===== config.mk =====
export PLATFORM = sky130hd
export DESIGN_NAME = periph_sel_wait
export DESIGN_NICKNAME = d
export VERILOG_FILES = /design/src/rtl/psel_pkg.sv /design/src/rtl/psel_decode.sv /design/src/rtl/psel_wait_regs.sv /design/src/rtl/psel_wait_ctr.sv /design/src/rtl/periph_sel_wait.sv
export SDC_FILE = /design/constraint.sdc
export NUM_CORES = 1
export LEC_CHECK = 0
export ABC_AREA = 0
export CAP_MARGIN = 20
export CORE_MARGIN = 5
export CORE_UTILIZATION = 47
export CTS_CLUSTER_SIZE = 20
export DETAILED_ROUTE_END_ITERATION = 16
export GPL_TIMING_DRIVEN = 0
export PLACE_DENSITY = 0.77
export SYNTH_ARGS = -nofsm -noshare
export SYNTH_HDL_FRONTEND = slang
export SYNTH_HIERARCHICAL = 1
export SYNTH_SLANG_ARGS = --single-unit
export TNS_END_PERCENT = 10

===== constraint.sdc =====
create_clock -name clk -period 2.8 [get_ports clk]
set_clock_uncertainty 0.15 [all_clocks]
set_input_delay 0.56 -clock clk [delete_from_list [all_inputs] [get_ports clk]]
set_output_delay 0.56 -clock clk [all_outputs]
set_load 0.005 [all_outputs]

===== src/rtl/psel_pkg.sv =====
package psel_pkg;
   // number of 256-byte windows at the bottom of I/O space, slot reserved for the MAC
   localparam int unsigned NSLOT    = 7;
   localparam int unsigned MAC_SLOT = 4;
   localparam int unsigned IDX_W    = $clog2(NSLOT + 1);

   typedef struct packed {
      logic [NSLOT-1:0] slot;
      logic             mac;
      logic             regs;
   } psel_hit_t;
endpackage


===== src/rtl/psel_decode.sv =====
module psel_decode
   import psel_pkg::*;
#(
   parameter int unsigned ADDR_W = 16,
   parameter int unsigned WIN_W  = 8
) (
   input  logic [ADDR_W-1:0] addr,
   output psel_hit_t         hit
);
   localparam int unsigned UP_W = ADDR_W - WIN_W;

   if (ADDR_W <= WIN_W) begin : g_bad_win
      $error("psel_decode: ADDR_W must exceed WIN_W");
   end
   if (UP_W < IDX_W) begin : g_bad_up
      $error("psel_decode: too few window bits for the slot count");
   end

   logic [UP_W-1:0] upper;
   assign upper = addr[ADDR_W-1:WIN_W];

   for (genvar i = 0; i < NSLOT; i++) begin : g_slot
      if (i == MAC_SLOT) begin : g_mac
         assign hit.slot[i] = 1'b0;
      end else begin : g_ext
         assign hit.slot[i] = (upper == UP_W'(i));
      end
   end

   assign hit.mac  = (upper == UP_W'(MAC_SLOT));
   assign hit.regs = &upper;
endmodule


===== src/rtl/psel_wait_regs.sv =====
module psel_wait_regs
   import psel_pkg::*;
#(
   parameter int unsigned WAIT_W  = 4,
   parameter int unsigned LO_DFLT = 15,
   parameter int unsigned HI_DFLT = 3
) (
   input  logic                         clk,
   input  logic                         rst_n,
   input  logic                         we,
   input  logic [IDX_W-1:0]             idx,
   input  logic [WAIT_W-1:0]            wdata,
   input  logic                         lock_hi,
   output logic [NSLOT-1:0][WAIT_W-1:0] waits
);
   for (genvar i = 0; i < NSLOT; i++) begin : g_reg
      if (i == MAC_SLOT) begin : g_fixed
         assign waits[i] = '0;
      end else begin : g_prog
         localparam int unsigned DFLT     = (i < MAC_SLOT) ? LO_DFLT : HI_DFLT;
         localparam bit          LOCKABLE = (i > MAC_SLOT);
         logic [WAIT_W-1:0] w_q;
         logic              hit_wr;

         assign hit_wr = we && (idx == IDX_W'(i)) && !(LOCKABLE && lock_hi);

         always_ff @(posedge clk or negedge rst_n) begin
            if (!rst_n)      w_q <= WAIT_W'(DFLT);
            else if (hit_wr) w_q <= wdata;
         end
         assign waits[i] = w_q;
      end
   end
endmodule


===== src/rtl/psel_wait_ctr.sv =====
module psel_wait_ctr #(
   parameter int unsigned WAIT_W = 4
) (
   input  logic              clk,
   input  logic              rst_n,
   input  logic              start,
   input  logic              live,
   input  logic              phase,
   input  logic [WAIT_W-1:0] load,
   output logic              rdy
);
   logic [WAIT_W-1:0] cnt_q;
   logic              busy_q;

   always_ff @(posedge clk or negedge rst_n) begin
      if (!rst_n) begin
         cnt_q  <= '0;
         busy_q <= 1'b0;
      end else if (start) begin
         cnt_q  <= load;
         busy_q <= 1'b1;
      end else if (!live) begin
         cnt_q  <= '0;
         busy_q <= 1'b0;
      end else if (busy_q && cnt_q != '0) begin
         cnt_q  <= cnt_q - 1'b1;
      end
   end

   assign rdy = busy_q && live && !phase && (cnt_q == '0);
endmodule


===== src/rtl/periph_sel_wait.sv =====
module periph_sel_wait
   import psel_pkg::*;
#(
   parameter int unsigned ADDR_W  = 16,
   parameter int unsigned WIN_W   = 8,
   parameter int unsigned WAIT_W  = 4,
   parameter int unsigned LO_DFLT = 15,
   parameter int unsigned HI_DFLT = 3
) (
   input  logic              clk,
   input  logic              rst_n,
   input  logic [ADDR_W-1:0] io_addr,
   input  logic              io_req,
   input  logic              addr_phase,
   input  logic              upper_lock,
   input  logic              cfg_we,
   input  logic [IDX_W-1:0]  cfg_idx,
   input  logic [WAIT_W-1:0] cfg_wdata,
   output logic [NSLOT-2:0]  ext_sel_n,
   output logic              mac_sel,
   output logic              reg_sel,
   output logic              rdy
);
   localparam int unsigned NEXT = NSLOT - 1;

   if (LO_DFLT >= (1 << WAIT_W) || HI_DFLT >= (1 << WAIT_W)) begin : g_bad_dflt
      $error("periph_sel_wait: default wait count exceeds WAIT_W");
   end

   psel_hit_t                    dec, held_q, cur;
   logic [NSLOT-1:0][WAIT_W-1:0] waits;
   logic [WAIT_W-1:0]            load;
   logic                         start;

   assign start = io_req && addr_phase;

   psel_decode #(.ADDR_W(ADDR_W), .WIN_W(WIN_W)) u_dec (
      .addr (io_addr),
      .hit  (dec)
   );

   psel_wait_regs #(.WAIT_W(WAIT_W), .LO_DFLT(LO_DFLT), .HI_DFLT(HI_DFLT)) u_regs (
      .clk     (clk),
      .rst_n   (rst_n),
      .we      (cfg_we),
      .idx     (cfg_idx),
      .wdata   (cfg_wdata),
      .lock_hi (upper_lock),
      .waits   (waits)
   );

   always_comb begin
      load = '0;
      for (int i = 0; i < NSLOT; i++) begin
         if (dec.slot[i]) load = waits[i];
      end
   end

   psel_wait_ctr #(.WAIT_W(WAIT_W)) u_ctr (
      .clk   (clk),
      .rst_n (rst_n),
      .start (start),
      .live  (io_req),
      .phase (addr_phase),
      .load  (load),
      .rdy   (rdy)
   );

   always_ff @(posedge clk or negedge rst_n) begin
      if (!rst_n)       held_q <= '0;
      else if (start)   held_q <= dec;
      else if (!io_req) held_q <= '0;
   end

   assign cur = start ? dec : (io_req ? held_q : '0);

   for (genvar e = 0; e < NEXT; e++) begin : g_pin
      localparam int unsigned S = (e < MAC_SLOT) ? e : e + 1;
      assign ext_sel_n[e] = ~cur.slot[S];
   end

   assign mac_sel = cur.mac;
   assign reg_sel = cur.regs;
endmodule


==> results.json <==
{
  "firstDrtPassIters": 4,
  "fin_setup_tns_ns": 0,
  "cts_made_buffers": 5,
  "ir_drop_v": 0.0002748,
  "dr_total_vias": 1502,
  "drv_cap": 0,
  "async_flop_share_pct": 100.0,
  "post-route-min-period_ns": 2.778,
  "hold_viol_final": 0,
  "start_kind": "input port",
  "crit_slowest_cell": "or4_1",
  "die_h_um": 75.73,
  "hold_buffers": 0,
  "critPathKind": "in -> out",
  "rsz0062_at_grt": "yes",
  "synth_top_area_share_pct": 25.88,
  "p_per_area_nw_per_um2": 501.3,
  "grt_pass1_wl_um": 6789,
  "timing.rr.start": "u_ctr/cnt_q[0]",
  "drt_iter0_drc": 33,
  "p_total_mw": 1.302,
  "finalWirelength_um": 4033,
  "cp_data_required_time_ns": 2.09,
  "overflow": 0,
  "layout_setup_ws_ns": 0.02171,
  "end_kind": "primary output",
  "core_um2": 4264,
  "place_congestion": 0.7748,
  "clockBufferDepth": 2,
  "path_max_fanout": 6,
  "antenna_found_initial": 0,
  "cp.arrival_ns": 2.07,
  "die_area_um2": 5735,
  "p_leak_nw": 1.134,
  "cp-startpoint": "io_addr[8]",
  "synth_flop_cell": "dfstp_2",
  "slew_headroom_pct": 46.27,
  "clk_latency_ns": 0.28,
  "post-route-cell-area_um2": 2597,
  "status": "finished, final reports clean",
  "final_antenna_net_count": 0,
  "synth-edff-count": 0,
  "hpwl_um": 2878,
  "antennaDiodeCount": 0,
  "most-common-layout-cells": "mux2_2 (28), dfstp_2 (20), dfrtp_1 (17)",
  "ff2ff_setup_slack_ns": 1.12,
  "syn_to_final_growth_pct": 27.91,
  "reg2reg_to": "u_ctr/cnt_q[1]",
  "clk_pin_slew_worst_paths_ns": 0.07,
  "crit_chain": "dlygate4sd2_1 -> or4_1 -> nor2_2 -> mux2_2 -> nand2_1 -> dlygate4sd2_1",
  "cts.htree.levels": 2,
  "fmax_ghz": 0.3599,
  "groute.usage.overall_pct": 15.42,
  "num_io_pins": 38,
  "setup_viol": 0,
  "grt_max_degree": 38,
  "critical-path-max-stage-delay_ns": 0.56,
  "start_util_pct": 47.62,
  "min_path_type": "in -> async",
  "fin_crit_sh_pct": 99.22,
  "wl_per_cell_um": 14.05,
  "post-place-ws_ns": -0.9423,
  "final_common_cell": "mux2_2",
  "via_per_inst": 5.233,
  "rows": 24,
  "synth.area.top_cells": "dfstp_2 (26%), dfrtp_1 (21%), mux2_2 (17%), inv_1 (2.8%), nand2_1 (2.8%)",
  "synth_cell_types": 41,
  "synth_seq_cells": 37,
  "grt_pass1_vias": 1549,
  "yosys_warnings": 6,
  "syn_area_per_cell_um2": 10.80,
  "worstRegToRegCells": 6,
  "drc_errors": 0,
  "n_fill_cell": 355,
  "dieWidth_um": 75.73,
  "synth_area_um2": 2031,
  "final_cells": 287,
  "cts_tree": "yes",
  "dp.cells": 272,
  "drive_above_1_share_pct": 44.68,
  "path_common_cell": "dlygate4sd2_1",
  "dpl_cell_area_um2": 2399,
  "post-route-util_pct": 60.92,
  "cts-root-buf": "clkbuf_8",
  "path_delay_family": "simple AND/OR/NAND/NOR gates",
  "worst_pin_slew_ns": 0.8059,
  "synth_top_area_cell": "dfstp_2",
  "netlist_instances": 188,
  "clock-sinks": 37,
  "slew_violations": 0,
  "ys_seq_area_share_pct": 46.83,
  "layout.nets": 265,
  "path_buf_inv": 2,
  "hold_slack_ns": 0.2169,
  "portBuffers": 29
}
[repair_timing]
| action | CTS | global route |
|---|---|---|
| resized for setup | 49 | 21 |
| hold endpoints to repair | 0 | 0 |
| setup buffers | 6 | 1 |
| endpoints found under the setup margin | 12 | 11 |
| pin swaps | 6 | 2 |
[report_power, final]
group	switching, mW	internal (mW)	total [mW]
sequential	0.0475	0.668	0.715
combinational	0.104	0.128	0.232
clock	0.183	0.172	0.355
total	0.334	0.968	1.30
[per-layer routing]
layer  part of all wire, %  global-route usage, %  vias up  routed length (µm)
li1                      -                      -      746                   -
met1                    45                  19.73      733                1816
met2                    51                  25.60       19                2039
met3                   3.8                  4.881        4                 154
met4                  0.55                  3.495        0                  22
met5                     0                      0        -                   0
[state kept, by name, summed over array words and instances, names as in the netlist]
| register | flops |
|---|---|
| u_regs/g.g_prog.w_q | 24 |
| held_q | 8 |
| u_ctr/cnt_q | 4 |
| u_ctr/busy_q | 1 |
[kinds of logic (layout without fill, tap and decap cells)]
logic type | Yosys count | count (layout) | synth area share (%)
adders and majority gates | 2 | 2 | 1.232
DFF | 37 | 37 | 46.83
buffers and inverters | 26 | 70 | 6.099
muxes | 33 | 33 | 18.18
xor gates and xnor gates | 1 | 1 | 0.4314
and+or+nand+nor | 57 | 57 | 16.76
AOI/OAI and AO/OA | 30 | 30 | 10.10
other | 2 | 5 | 0.3698
[cells in the mapped netlist, types with 3 or more instances]
cell type,instances
mux2_2,30
dfstp_2,20
dfrtp_1,17
inv_1,15
nand2_1,15
nand2b_1,9
a21oi_1,8
buf_4,6
nor2_1,6
o21ai_1,6
nor4_1,5
nor2_2,4
a221o_1,3
a221oi_1,3
buf_2,3
o21ai_0,3
[area by class of cell]
type                    count  area (µm²)  area share (%)
well taps                  52       65.06           2.505
inverters                  15       56.30           2.168
plain buffers              11       93.84           3.613
repair buffers             36       292.8           11.27
multi-input cells         128        1056           40.66
clock inverters             2       10.01          0.3854
clock buffers               6       72.57           2.794
flip-flops and latches     37       950.9           36.61
[worst max-delay path by stage]
stage,end,slack [ns],cells past startpoint
final,ext_sel_n[0],0.02,6
after global routing,ext_sel_n[0],-0.07,6
after CTS,ext_sel_n[2],-0.02,8
after detailed placement,ext_sel_n[1],-0.94,7
after global placement,ext_sel_n[1],-0.92,7
after floorplan,u_ctr/cnt_q[3],0.06,9
(Power assumes the default switching activity.)
